<file path="src/rtl/fis_pkg.sv">
package fis_pkg;

    // Interrupt-status bit positions
    localparam int B_DONE  = 15;
    localparam int B_LOAD  = 7;
    localparam int B_PROG  = 6;
    localparam int B_ERASE = 5;
    localparam int B_RESET = 4;

    // Controller-status error bit positions
    localparam int E_CMD   = 10;
    localparam int E_ERASE = 11;
    localparam int E_PROG  = 12;
    localparam int E_LOAD  = 13;

    // Configuration-1 bit positions
    localparam int C_POL   = 6;
    localparam int C_RDY   = 7;
    localparam int C_HIDE  = 5;   // low bits hidden on read

    localparam logic [15:0] CFG1_DEF  = 16'h40C0;
    localparam logic [15:0] CFG2_DEF  = 16'h0000;
    localparam logic [15:0] IST_COLD  = 16'h8080;
    localparam logic [15:0] IST_HOT   = 16'h8010;
    localparam logic [15:0] ERR_BITS  = 16'h3C00;

    typedef enum logic [2:0] {
        RA_CMD   = 3'd0,
        RA_CFG1  = 3'd1,
        RA_CFG2  = 3'd2,
        RA_CSTAT = 3'd3,
        RA_ISTAT = 3'd4
    } reg_sel_e;

    typedef struct packed {
        logic load;
        logic prog;
        logic erase;
        logic reset;
    } done_evt_t;

    typedef struct packed {
        logic load;
        logic prog;
        logic erase;
    } fail_evt_t;

    function automatic logic code_known(input logic [15:0] c);
        case (c)
            16'h0000, 16'h0013, 16'h0080, 16'h001A, 16'h001B,
            16'h0023, 16'h0027, 16'h002A, 16'h002C, 16'h0030,
            16'h0065, 16'h0071, 16'h0094, 16'h0095, 16'h00B0,
            16'h00F0, 16'h00F3: return 1'b1;
            default:            return 1'b0;
        endcase
    endfunction

endpackage

</file>
<file path="src/rtl/fis_status_core.sv">
module fis_status_core
    import fis_pkg::*;
#(
    parameter int DW = 16
) (
    input  logic          clk,
    input  logic          rst_n,
    input  logic          hot_rst,
    input  logic          ack_wr,
    input  logic [DW-1:0] ack_mask,
    input  done_evt_t     done_evt,
    input  fail_evt_t     fail_evt,
    input  logic          bad_cmd,
    output logic [DW-1:0] ist_o,
    output logic [DW-1:0] cst_o
);

    typedef struct packed {
        logic [DW-1:0] ist;
        logic [DW-1:0] cst;
    } core_st_t;

    core_st_t st_d, st_q;

    always_comb begin
        st_d = st_q;
        if (hot_rst) begin
            st_d.ist = DW'(IST_HOT);
            st_d.cst = '0;
        end else begin
            // software mask goes first
            if (ack_wr) begin
                st_d.ist = st_q.ist & ack_mask;
                if (!st_d.ist[B_DONE]) begin
                    st_d.cst = st_q.cst & ~DW'(ERR_BITS);
                end
            end
            // new events are merged on top
            if (done_evt.load) begin
                st_d.ist[B_DONE] = 1'b1;
                st_d.ist[B_LOAD] = 1'b1;
            end
            if (done_evt.prog) begin
                st_d.ist[B_DONE] = 1'b1;
                st_d.ist[B_PROG] = 1'b1;
            end
            if (done_evt.erase) begin
                st_d.ist[B_DONE]  = 1'b1;
                st_d.ist[B_ERASE] = 1'b1;
            end
            if (done_evt.reset) begin
                st_d.ist[B_DONE]  = 1'b1;
                st_d.ist[B_RESET] = 1'b1;
            end
            if (fail_evt.load) begin
                st_d.cst[E_CMD]  = 1'b1;
                st_d.cst[E_LOAD] = 1'b1;
            end
            if (fail_evt.prog) begin
                st_d.cst[E_CMD]  = 1'b1;
                st_d.cst[E_PROG] = 1'b1;
            end
            if (fail_evt.erase) begin
                st_d.cst[E_CMD]   = 1'b1;
                st_d.cst[E_ERASE] = 1'b1;
            end
            if (bad_cmd) begin
                st_d.cst[E_CMD]  = 1'b1;
                st_d.ist[B_DONE] = 1'b1;
            end
        end
    end

    always_ff @(posedge clk or negedge rst_n) begin
        if (!rst_n) begin
            st_q.ist <= DW'(IST_COLD);
            st_q.cst <= '0;
        end else begin
            st_q <= st_d;
        end
    end

    assign ist_o = st_q.ist;
    assign cst_o = st_q.cst;

    AST_ERR_PAIRED: assert property (@(posedge clk) disable iff (!rst_n)
        (st_q.cst[E_LOAD] || st_q.cst[E_PROG] || st_q.cst[E_ERASE]) |-> st_q.cst[E_CMD]);

    AST_LOAD_STICKY: assert property (@(posedge clk) disable iff (!rst_n)
        (done_evt.load && !hot_rst) |=> (st_q.ist[B_DONE] && st_q.ist[B_LOAD]));

    AST_ACK_WIPES: assert property (@(posedge clk) disable iff (!rst_n)
        (ack_wr && !ack_mask[B_DONE] && !hot_rst && !bad_cmd && (fail_evt == '0))
        |=> ((st_q.cst & DW'(ERR_BITS)) == '0));

    AST_HOT_IST: assert property (@(posedge clk) disable iff (!rst_n)
        hot_rst |=> (st_q.ist == DW'(IST_HOT)));

endmodule

</file>
<file path="src/rtl/fis_cmd_gate.sv">
module fis_cmd_gate
    import fis_pkg::*;
#(
    parameter int DW = 16
) (
    input  logic          clk,
    input  logic          rst_n,
    input  logic          hot_rst,
    input  logic          cmd_wr,
    input  logic [DW-1:0] cmd_wdata,
    input  logic          busy_flag,
    output logic          bad_cmd,
    output logic          issue_o,
    output logic [DW-1:0] code_o
);

    typedef struct packed {
        logic          issue;
        logic [DW-1:0] code;
    } gate_st_t;

    gate_st_t st_d, st_q;
    logic     take;
    logic     known;

    always_comb begin
        take    = cmd_wr && !busy_flag && !hot_rst;
        known   = code_known(16'(cmd_wdata));
        bad_cmd = take && !known;
        st_d    = st_q;
        st_d.issue = take && known;
        if (hot_rst) begin
            st_d.code = '0;
        end else if (take) begin
            st_d.code = cmd_wdata;
        end
    end

    always_ff @(posedge clk or negedge rst_n) begin
        if (!rst_n) begin
            st_q <= '0;
        end else begin
            st_q <= st_d;
        end
    end

    assign issue_o = st_q.issue;
    assign code_o  = st_q.code;

    AST_ISSUE_GATED: assert property (@(posedge clk) disable iff (!rst_n)
        issue_o |-> !$past(busy_flag));

    AST_BLOCKED_HOLD: assert property (@(posedge clk) disable iff (!rst_n)
        (cmd_wr && busy_flag && !hot_rst) |=> ($stable(code_o) && !issue_o));

    AST_BAD_SILENT: assert property (@(posedge clk) disable iff (!rst_n)
        bad_cmd |=> !issue_o);

endmodule

</file>
<file path="src/rtl/fis_pin_drive.sv">
module fis_pin_drive (
    input  logic clk,
    input  logic rst_n,
    input  logic hot_rst,
    input  logic done_bit,
    input  logic pol_bit,
    input  logic rdy_bit,
    output logic irq_o,
    output logic rdy_o
);

    typedef struct packed {
        logic irq;
        logic rdy;
    } pin_st_t;

    pin_st_t st_d, st_q;

    always_comb begin
        st_d.irq = done_bit ^ ~pol_bit;
        st_d.rdy = hot_rst ? 1'b1 : rdy_bit;
    end

    always_ff @(posedge clk or negedge rst_n) begin
        if (!rst_n) begin
            st_q.irq <= 1'b1;
            st_q.rdy <= 1'b1;
        end else begin
            st_q <= st_d;
        end
    end

    assign irq_o = st_q.irq;
    assign rdy_o = st_q.rdy;

endmodule

</file>
<file path="src/rtl/flash_irq_status_unit.sv">
module flash_irq_status_unit
    import fis_pkg::*;
#(
    parameter int ADDR_W = 3,
    parameter int DW     = 16
) (
    input  logic              clk,
    input  logic              rst_n,
    input  logic              hot_rst,
    input  logic              reg_wr,
    input  logic [ADDR_W-1:0] reg_addr,
    input  logic [DW-1:0]     reg_wdata,
    output logic [DW-1:0]     reg_rdata,
    input  logic              evt_load,
    input  logic              evt_prog,
    input  logic              evt_erase,
    input  logic              evt_reset,
    input  logic              err_load,
    input  logic              err_prog,
    input  logic              err_erase,
    output logic              cmd_valid,
    output logic [DW-1:0]     cmd_code,
    output logic              irq_o,
    output logic              rdy_o
);

    localparam logic [DW-1:0] READ_MASK1 = ~DW'((1 << C_HIDE) - 1);

    typedef struct packed {
        logic [DW-1:0] cfg1;
        logic [DW-1:0] cfg2;
    } cfg_st_t;

    cfg_st_t   cfg_d, cfg_q;
    logic      sel_cmd, sel_cfg1, sel_cfg2, sel_cst, sel_ist;
    logic      bad_cmd;
    logic [DW-1:0] ist, cst;
    done_evt_t done_evt;
    fail_evt_t fail_evt;

    always_comb begin
        sel_cmd  = (reg_addr == ADDR_W'(RA_CMD));
        sel_cfg1 = (reg_addr == ADDR_W'(RA_CFG1));
        sel_cfg2 = (reg_addr == ADDR_W'(RA_CFG2));
        sel_cst  = (reg_addr == ADDR_W'(RA_CSTAT));
        sel_ist  = (reg_addr == ADDR_W'(RA_ISTAT));
        done_evt = '{load: evt_load, prog: evt_prog, erase: evt_erase, reset: evt_reset};
        fail_evt = '{load: err_load, prog: err_prog, erase: err_erase};
    end

    always_comb begin
        cfg_d = cfg_q;
        if (hot_rst) begin
            cfg_d.cfg1 = DW'(CFG1_DEF);
            cfg_d.cfg2 = DW'(CFG2_DEF);
        end else if (reg_wr) begin
            if (sel_cfg1) cfg_d.cfg1 = reg_wdata;
            if (sel_cfg2) cfg_d.cfg2 = reg_wdata;
        end
    end

    always_ff @(posedge clk or negedge rst_n) begin
        if (!rst_n) begin
            cfg_q.cfg1 <= DW'(CFG1_DEF);
            cfg_q.cfg2 <= DW'(CFG2_DEF);
        end else begin
            cfg_q <= cfg_d;
        end
    end

    always_comb begin
        reg_rdata = '0;
        if (sel_cmd)  reg_rdata = cmd_code;
        if (sel_cfg1) reg_rdata = cfg_q.cfg1 & READ_MASK1;
        if (sel_cfg2) reg_rdata = cfg_q.cfg2;
        if (sel_cst)  reg_rdata = cst;
        if (sel_ist)  reg_rdata = ist;
    end

    fis_status_core #(.DW(DW)) u_core (
        .clk      (clk),
        .rst_n    (rst_n),
        .hot_rst  (hot_rst),
        .ack_wr   (reg_wr && sel_ist),
        .ack_mask (reg_wdata),
        .done_evt (done_evt),
        .fail_evt (fail_evt),
        .bad_cmd  (bad_cmd),
        .ist_o    (ist),
        .cst_o    (cst)
    );

    fis_cmd_gate #(.DW(DW)) u_gate (
        .clk       (clk),
        .rst_n     (rst_n),
        .hot_rst   (hot_rst),
        .cmd_wr    (reg_wr && sel_cmd),
        .cmd_wdata (reg_wdata),
        .busy_flag (ist[B_DONE]),
        .bad_cmd   (bad_cmd),
        .issue_o   (cmd_valid),
        .code_o    (cmd_code)
    );

    fis_pin_drive u_pins (
        .clk      (clk),
        .rst_n    (rst_n),
        .hot_rst  (hot_rst),
        .done_bit (ist[B_DONE]),
        .pol_bit  (cfg_q.cfg1[C_POL]),
        .rdy_bit  (cfg_q.cfg1[C_RDY]),
        .irq_o    (irq_o),
        .rdy_o    (rdy_o)
    );

    AST_CFG1_HIDDEN: assert property (@(posedge clk) disable iff (!rst_n)
        sel_cfg1 |-> (reg_rdata[C_HIDE-1:0] == '0));

    AST_RDY_RAISED: assert property (@(posedge clk) disable iff (!rst_n)
        hot_rst |=> rdy_o);

    AST_IRQ_ACTIVE_HIGH: assert property (@(posedge clk) disable iff (!rst_n)
        ($past(ist[B_DONE]) && $past(cfg_q.cfg1[C_POL])) |-> irq_o);

endmodule

</file>
<file path="config.mk">
export PLATFORM = sky130hd
export DESIGN_NAME = flash_irq_status_unit
export DESIGN_NICKNAME = d
export VERILOG_FILES = /design/src/rtl/fis_pkg.sv /design/src/rtl/fis_status_core.sv /design/src/rtl/fis_cmd_gate.sv /design/src/rtl/fis_pin_drive.sv /design/src/rtl/flash_irq_status_unit.sv
export SDC_FILE = /design/constraint.sdc
export NUM_CORES = 1
export LEC_CHECK = 0
export BUFFER_PORTS_ARGS = -buffer_cell sky130_fd_sc_hd__buf_4
export CAP_MARGIN = 20
export CORE_MARGIN = 2
export CORE_UTILIZATION = 60
export DETAILED_ROUTE_END_ITERATION = 10
export PLACE_DENSITY_LB_ADDON = 0.12
export SLEW_MARGIN = 5
export SYNTH_ARGS = -nofsm -noshare
export SYNTH_HDL_FRONTEND = slang
export SYNTH_SLANG_ARGS = --single-unit
</file>
<file path="constraint.sdc">
create_clock -name clk -period 3.2 [get_ports clk]
set_clock_uncertainty 0.2 [all_clocks]
set_input_delay 0.32 -clock clk [delete_from_list [all_inputs] [get_ports clk]]
set_output_delay 0.32 -clock clk [all_outputs]
set_load 0.01 [all_outputs]
</file>
==> impl_metrics.csv, run 1 <==
group,metric,value,unit
cts,cts_tree,"built",
logic_synthesis,mappedNetlistArea,0.00348,sq mm
logic_synthesis,ys.warnings.count,0,
logic_synthesis,postSynthNetCount,427,
sta,max_clock_freq,451,MHz
flow_run,max-cap-violations,0,
worst_setup_path,critical_path.endpoint_type,"output port",
placement,place.port_buffers,64,
route,via_count,3169,
global_routing,grt_start_max_net_pins,67,
sta,max_slew_margin,44.3,%
finish,regArea,0.00166,sq mm
sta,finalHoldViolations,0,
logic_synthesis,synth.top_cells.by_area,"sky130_fd_sc_hd__dfrtp_1 (42%), sky130_fd_sc_hd__nand2_1 (10%), sky130_fd_sc_hd__a21oi_1 (8.4%)",
sta,finalSetupViolations,0,
floorplan,design.portCount,65,
power,swShare,25.2,%
sta,layout_worst_path_cycle_share,69.3,%
placement,place.gp.congestion,0.881,
route,post_drt_wl_per_cell,18.0,um
route,route.detailed.vias_per_inst,6.06,
min_path,hold_class,"input pin to flop",
route,ant_nets,0,
placement,placedCellCount,504,
logic_synthesis,post_synth_num_cell_types,49,
finish,antennaDiodeCount,0,
cts,clockBufferDepth,2,
logic_synthesis,synthMostInstantiatedCell,"sky130_fd_sc_hd__nand2_1",
finish,layout.cells.non_filler,523,
finish,synthToLayoutAreaGrowth,18.5,%
power,share_of_power_burned_in_registers,47.4,%
floorplan,placeableCoreArea,0.00554,sq mm
placement,dp_hpwl,5.95,mm
cts,clk_pin_slew_worst_paths,0.07,ns
logic_synthesis,ys.flop_type,"sky130_fd_sc_hd__dfrtp_1",
sta,slew_viol_final,0,
finish,finish.utilization,74.3,%
cts,cts_root_buf,"sky130_fd_sc_hd__clkbuf_8",
power,pwr_density_cell,440,mW/mm^2
global_routing,grt_antenna_before_repair,0,
power,power.clock.fraction,42.2,%
logic_synthesis,async_reset_ff_share,100,%
worst_setup_path,cp.required,2.68,ns
finish,multi_input_area,0.00161,sq mm
global_routing,grt_overflow,0,
logic_synthesis,synthDominantAreaCellType,"sky130_fd_sc_hd__dfrtp_1",
worst_setup_path,critical_path.max_fanout,26,
floorplan,dieArea,0.00642,sq mm
floorplan,initial_utilization,62.7,%
floorplan,die_h,80.1,um
logic_synthesis,synth-edff-count,0,
floorplan,std_cell_rows,27,
global_routing,grt_first_pass_wirelength,15.1,mm
route,dr.pass1.iters,5,
power,design_power_total,0.00181,W
route,drt_wl_total,9.41,mm
power,power.static_leakage,1.81,nW
logic_synthesis,synth.ff_latch_count,66,
global_routing,first_global_vias,2960,
finish,final_net_count,476,
logic_synthesis,post_synthesis_cell_count,397,
sta,final.setup.tns,0,ns
logic_synthesis,synthTopCellsByCount,"sky130_fd_sc_hd__nand2_1 (96), sky130_fd_sc_hd__dfrtp_1 (59), sky130_fd_sc_hd__a21oi_1 (58)",
worst_setup_path,path_class,"input pin to output port",
cts,tritoncts.num_buffers,9,
cts,cts-hold-fix-buffers,3,
floorplan,die_w,80.1,um
worst_setup_path,setup.worst_path.start_class,"input pin",
logic_synthesis,synthDominantCellAreaShare,42.5,%
power,worst_case_vdd_ir_drop,0.315,mV
cts,clock_insertion_delay_worst_skew,0.35,ns
sta,timing_worst_slew_pin_value,0.836,ns
worst_setup_path,timing.critical_path.arrival,1.70,ns
power,pwr-share-comb,10.4,%
cts,h-tree-depth,3,
finish,n_fill_cell,417,
cts,cts-resized-gates,0,
finish,drive_above_1_share,21.7,%
route,post-route-drc-count,0,
power,internal_power,0.00135,W
logic_synthesis,register_area_share_after_synthesis,47.8,%
logic_synthesis,syn_area_per_cell,8.76,sq um
sta,setup_repair_after_global_routing_missed_its_margin,"no",
power,psw,0.000457,W
cts,postCtsSetupBuffers,0,
global_routing,grt.total_usage,31.4,%
cts,clock-sinks,66,
placement,preCtsSetupSlack,0.819,ns
sta,setup_ws,0.983,ns
outcome,run_status,"complete, no violations",
sta,post-route-min-period,2.22,ns
route,first_iter_violations,354,
## cell families (layout without fill, tap and decap cells)
| group | Yosys count | in the layout | synth area share, % |
|---|---|---|---|
| compound gates | 94 | 94 | 15.6 |
| xor+xnor | 4 | 4 | 1.01 |
| buf+inv | 35 | 89 | 5.87 |
| flops | 66 | 66 | 47.8 |
| mux | 16 | 16 | 4.61 |
| simple gates | 182 | 182 | 25.2 |
## worst max-delay path, cell delays in order
cell and delay [ns]:
sky130_fd_sc_hd__buf_4 0.25, sky130_fd_sc_hd__nor2b_1 0.61, sky130_fd_sc_hd__a22oi_1 0.19, sky130_fd_sc_hd__o22ai_1 0.17, sky130_fd_sc_hd__buf_4 0.15
## cells in the final DEF, fill, tap and decap left out, drive strengths merged, types with 2 or more instances in the layout
cell and n:
dlygate4sd3 3, buf 67, o22ai 7, or2 2, nor2 42, nor3b 12, o21ai 15, clkinvlp 2
nor2b 3, xnor2 2, dfstp 7, nor4 4, a21oi 58, dfrtp 59, nand3b 5, a31oi 4
nand2b 4, bufinv 2, nand2 97, nand4 2, mux2i 16, xor2 2, a22oi 4, inv 3
clkbuf 11
## final timing paths
check                                      start               end  slack (ns)  cells after the start
worst max-delay path                 reg_addr[1]     reg_rdata[12]        0.98                      5
worst min-delay path                   err_erase  u_core.cst_o[11]       0.005                      3
worst max register to register  u_core.ist_o[15]  u_core.cst_o[10]        1.42                      4
worst min register to register         cfg_q[30]         cfg_q[30]        0.30                      2
max in group asynchronous                  rst_n  u_gate.code_o[6]        1.84                      2
min in group asynchronous                  rst_n          cfg_q[2]        0.40                      2
## registers in the layout, indices dropped and copies added, names as in the netlist
register,cells
cfg_q,27
u_gate.issue_o,1
u_gate.code_o,16
u_pins.irq_o,1
u_core.cst_o,4
u_core.ist_o,16
u_pins.rdy_o,1
## metrics by stage
step           hold WS, ns  cell area [sq um]
3_5_place_dp         0.265               3880
4_1_cts            0.00565               4120
3_3_place_gp         0.261               3880
5_1_grt             0.0258               4120
2_1_floorplan       -0.176               3480
6_report           0.00469               4120
## final cells by class
| class | instances | area share [%] |
|---|---|---|
| inverters | 3 | 0.273 |
| well taps | 72 | 2.19 |
| clock buffers | 11 | 3.19 |
| flip-flops and latches | 66 | 40.3 |
| clock inverters | 5 | 1.94 |
| multi-input cells | 296 | 39.1 |
| repair buffers | 70 | 12.9 |
## power groups by stage
stage / combinational [W] / clock, W / sequential, W
floorplan: 0.000104 / 0 / 0.000872
global placement: 0.000178 / 0 / 0.000875
detailed placement: 0.000181 / 0 / 0.000875
CTS: 0.000186 / 0.000767 / 0.000859
global route: 0.000204 / 0.000801 / 0.000861
finish: 0.000188 / 0.000765 / 0.000860
## routing by layer
metal	routed length (um)	vias up	global-route usage (%)
li1	-	1448	-
met1	4040	1521	46.6
met2	4270	175	46.1
met3	859	25	5.62
met4	239	0	12.2
met5	0	-	0
Power figures use the tool's default switching activity.
==> run 2, diff against run 1 <==
--- a/config.mk
+++ b/config.mk
@@ -5,10 +5,11 @@
 export SDC_FILE = /design/constraint.sdc
 export NUM_CORES = 1
 export LEC_CHECK = 0
+export ABC_AREA = 1
 export BUFFER_PORTS_ARGS = -buffer_cell sky130_fd_sc_hd__buf_4
 export CAP_MARGIN = 20
 export CORE_MARGIN = 2
-export CORE_UTILIZATION = 60
+export CORE_UTILIZATION = 55
 export DETAILED_ROUTE_END_ITERATION = 10
 export PLACE_DENSITY_LB_ADDON = 0.12
 export SLEW_MARGIN = 5
==> constraint.sdc (replaced) <==
create_clock -name clk -period 2.3 [get_ports clk]
set_clock_uncertainty 0.2 [all_clocks]
set_input_delay 0.23 -clock clk [delete_from_list [all_inputs] [get_ports clk]]
set_output_delay 0.23 -clock clk [all_outputs]
set_load 0.01 [all_outputs]
==> run 2 against run 1 <==
- combinational power is 88% higher
- worst setup slack worse by 0.54 ns
- utilization is 3.7 points lower
- non-clock buffer count is 16 higher
- wire length is 4.1% lower
- largest cell class unchanged
- via count hardly changed
- cell area is 0.30% higher
- synthesized area is 5.4% lower
- die area is 3.0% higher
- first-iteration DRC count is 26% lower
==> impl_metrics.csv, run 2 <==
group,metric,value,unit
flow_run,max-cap-violations,0,
min_path,hold_start,"hot_rst",
logic_synthesis,register_area_share_after_synthesis,50.5,%
sta,finalHoldViolations,0,
finish,synthToLayoutAreaGrowth,25.6,%
worst_setup_path,critical_path.reg2reg.startpoint,"u_core.ist_o[15]",
cts,cts_root_buf,"sky130_fd_sc_hd__clkbuf_8",
worst_setup_path,cp_slowest_stage_delay,0.56,ns
cts,clockBufferDepth,2,
min_path,worst_hold_path.endpoint,"u_pins.rdy_o",
floorplan,initial_utilization,56.2,%
finish,regArea,0.00166,sq mm
route,first_iter_violations,262,
worst_setup_path,ff2ff_path_depth,5,
logic_synthesis,post_synthesis_cell_count,416,
sta,finalSetupViolations,0,
finish,drive_above_1_share,20.5,%
route,post-route-drc-count,0,
logic_synthesis,synthDominantCellAreaShare,44.9,%
route,dr.pass1.iters,5,
worst_setup_path,timing.critical_path.arrival,1.88,ns
cts,tritoncts.num_buffers,9,
floorplan,dieArea,0.00661,sq mm
finish,largest_reg_flops,27,
worst_setup_path,worst_r2r_setup_slack,0.74,ns
finish,registers.top_by_ff_count,"cfg_q",
logic_synthesis,synthTopCellsByCount,"sky130_fd_sc_hd__nand2_1 (83), sky130_fd_sc_hd__inv_1 (82), sky130_fd_sc_hd__dfrtp_1 (59)",
cts,clk_pin_slew_worst_paths,0.06,ns
finish,mostFrequentLayoutCells,"sky130_fd_sc_hd__nand2_1 (83), sky130_fd_sc_hd__inv_1 (82), sky130_fd_sc_hd__buf_4 (74), sky130_fd_sc_hd__dfrtp_1 (59), sky130_fd_sc_hd__nor2_1 (43)",
worst_setup_path,r2r_end,"u_core.cst_o[10]",
min_path,min_path_cells,3,
worst_setup_path,timing.critical_path.max_delay_family,"buffers and inverters",
sta,final.setup.tns,0,ns
route,route.detailed.vias_per_inst,5.49,
worst_setup_path,critical_path.endpoint_type,"flop",
route,ant_nets,0,
cts,cts_tree,"built",
placement,place.port_buffers,64,
power,power.static_leakage,2.08,nW
finish,multi_input_area,0.00122,sq mm
worst_setup_path,critical_path.max_fanout,14,
sta,slew_viol_final,0,
sta,post-route-min-period,1.86,ns
outcome,run_status,"complete, no violations",
finish,mostFrequentLayoutCell,"sky130_fd_sc_hd__nand2_1",
sta,layout_worst_path_cycle_share,80.8,%
logic_synthesis,synthDominantAreaCellType,"sky130_fd_sc_hd__dfrtp_1",
sta,max_clock_freq,538,MHz
placement,placement.cell_area,0.00385,sq mm
floorplan,std_cell_rows,28,
logic_synthesis,synthMostInstantiatedCell,"sky130_fd_sc_hd__nand2_1",
global_routing,grt_start_max_net_pins,67,
cts,postCtsSetupBuffers,0,
sta,timing_worst_slew_pin_value,0.818,ns
logic_synthesis,mappedNetlistArea,0.00329,sq mm
route,post_drt_wl_per_cell,15.6,um
floorplan,die_w,81.3,um
global_routing,grt_overflow,0,
route,drt_wl_total,9.02,mm
logic_synthesis,ys.warnings.count,0,
finish,layout.cell_area.non_filler,0.00413,sq mm
min_path,hold_class,"input pin to flop",
finish,final_net_count,528,
logic_synthesis,async_reset_ff_share,100,%
logic_synthesis,post_synth_num_cell_types,27,
sta,max_slew_margin,45.5,%
cts,clock-sinks,66,
logic_synthesis,ys.flop_type,"sky130_fd_sc_hd__dfrtp_1",
placement,place.gp.congestion,0.854,
finish,antennaDiodeCount,0,
global_routing,grt.total_usage,29.3,%
logic_synthesis,postSynthNetCount,446,
finish,n_fill_cell,477,
cts,h-tree-depth,3,
global_routing,grt_antenna_before_repair,0,
worst_setup_path,worstPathCellList,"buf_4 -> inv_1 -> nor3_2 -> buf_4 -> nand2_1 -> nand2_1 -> inv_2 -> o21ai_0 -> nand3_1 -> dlygate4sd3_1",
route,via_count,3172,
global_routing,first_global_vias,3064,
worst_setup_path,crit_slowest_cell,"sky130_fd_sc_hd__dlygate4sd3_1",
power,worst_case_vdd_ir_drop,0.294,mV
power,pwr_density_cell,592,mW/mm^2
worst_setup_path,crit_path_buf_inv_count,5,
worst_setup_path,setup.worst_path.start_class,"input pin",
global_routing,grt_first_pass_wirelength,14.4,mm
floorplan,die_h,81.3,um
logic_synthesis,synth.top_cells.by_area,"sky130_fd_sc_hd__dfrtp_1 (45%), sky130_fd_sc_hd__nand2_1 (9.5%), sky130_fd_sc_hd__inv_1 (9.4%)",
worst_setup_path,cp.required,2.32,ns
floorplan,design.portCount,65,
placement,dp_hpwl,6.17,mm
floorplan,placeableCoreArea,0.00585,sq mm
cts,clock_insertion_delay_worst_skew,0.34,ns
logic_synthesis,syn_area_per_cell,7.90,sq um
worst_setup_path,path_class,"input pin to flop",
logic_synthesis,synth-edff-count,0,
logic_synthesis,synth.ff_latch_count,66,
sta,setup_repair_after_global_routing_missed_its_margin,"no",
## run 2: cell count changes in the layout (fill, tap and decap cells not counted), sizes merged, moves of 7 or more
cell / previous run / this run
dlygate4sd3: 3 / 12
nand3: 1 / 12
inv: 3 / 86
o22ai: 7 / 29
buf: 67 / 74
nor3b: 12 / 0
o21ai: 15 / 40
a21oi: 58 / 17
nand2: 97 / 84
mux2i: 16 / 0
## run 2: layout make-up
type | instances | area share [%]
sequential | 66 | 40.2
multi-input combinational | 249 | 29.4
timing repair buffer | 86 | 16.4
inverter | 86 | 7.82
clock buffer | 15 | 3.79
tap | 75 | 2.27
clock inverter | 1 | 0.121
## run 2: cells by family (layout without fill, tap and decap cells)
| logic type | count (synthesis) | in the layout | share of synthesized area (%) |
|---|---|---|---|
| compound gates | 99 | 99 | 17.7 |
| xor+xnor | 1 | 1 | 0.266 |
| buf+inv | 101 | 188 | 12.5 |
| flops | 66 | 66 | 50.5 |
| simple gates | 149 | 149 | 19.0 |
## run 2: through the flow
stage / util (%) / setup slack [ns] / total power, W / instances / hold WS [ns]
floorplan: - / 0.828 / 0.00144 / 416 / -0.266
global placement: 65.8 / 0.513 / 0.00159 / 550 / 0.177
finish: 70.6 / 0.442 / 0.00244 / 578 / 0.0107
CTS: 70.6 / 0.456 / 0.00244 / 578 / 0.00608
detailed placement: 65.8 / 0.501 / 0.00160 / 550 / 0.184
global route: 70.6 / 0.354 / 0.00254 / 578 / 0.0298
## run 2: power breakdown
| part | switching, W | internal, W |
|---|---|---|
| Sequential | 0.0000230 | 0.00122 |
| Combinational | 0.000218 | 0.000136 |
| Clock | 0.000422 | 0.000422 |
## run 2: what timing repair did
| action | CTS | global route |
|---|---|---|
| hold buffers | 12 | 0 |
| gates resized for setup | 0 | 0 |
| hold endpoints to repair | 69 | 0 |
## run 2: layer usage
metal / GRT usage [%] / wire, um
met1: 37.9 / 3690
met2: 47.6 / 4490
met3: 4.89 / 624
met4: 14.2 / 216
met5: 0 / 0
## run 2: worst min-delay path, cell delays in order
cell and delay, ns:
sky130_fd_sc_hd__buf_4 0.09, sky130_fd_sc_hd__inv_2 0.10, sky130_fd_sc_hd__nand2_1 0.09
## run 2: how the worst max path moves through the flow
stage	from	to	slack (ns)	cells after the start
finish	reg_addr[2]	u_core.ist_o[4]	0.44	10
global route	reg_addr[2]	u_core.ist_o[4]	0.35	10
CTS	reg_addr[2]	u_core.ist_o[4]	0.46	10
detailed placement	reg_addr[2]	reg_rdata[15]	0.50	7
global placement	reg_addr[2]	reg_rdata[15]	0.51	7
floorplan	reg_addr[2]	reg_rdata[14]	0.83	5
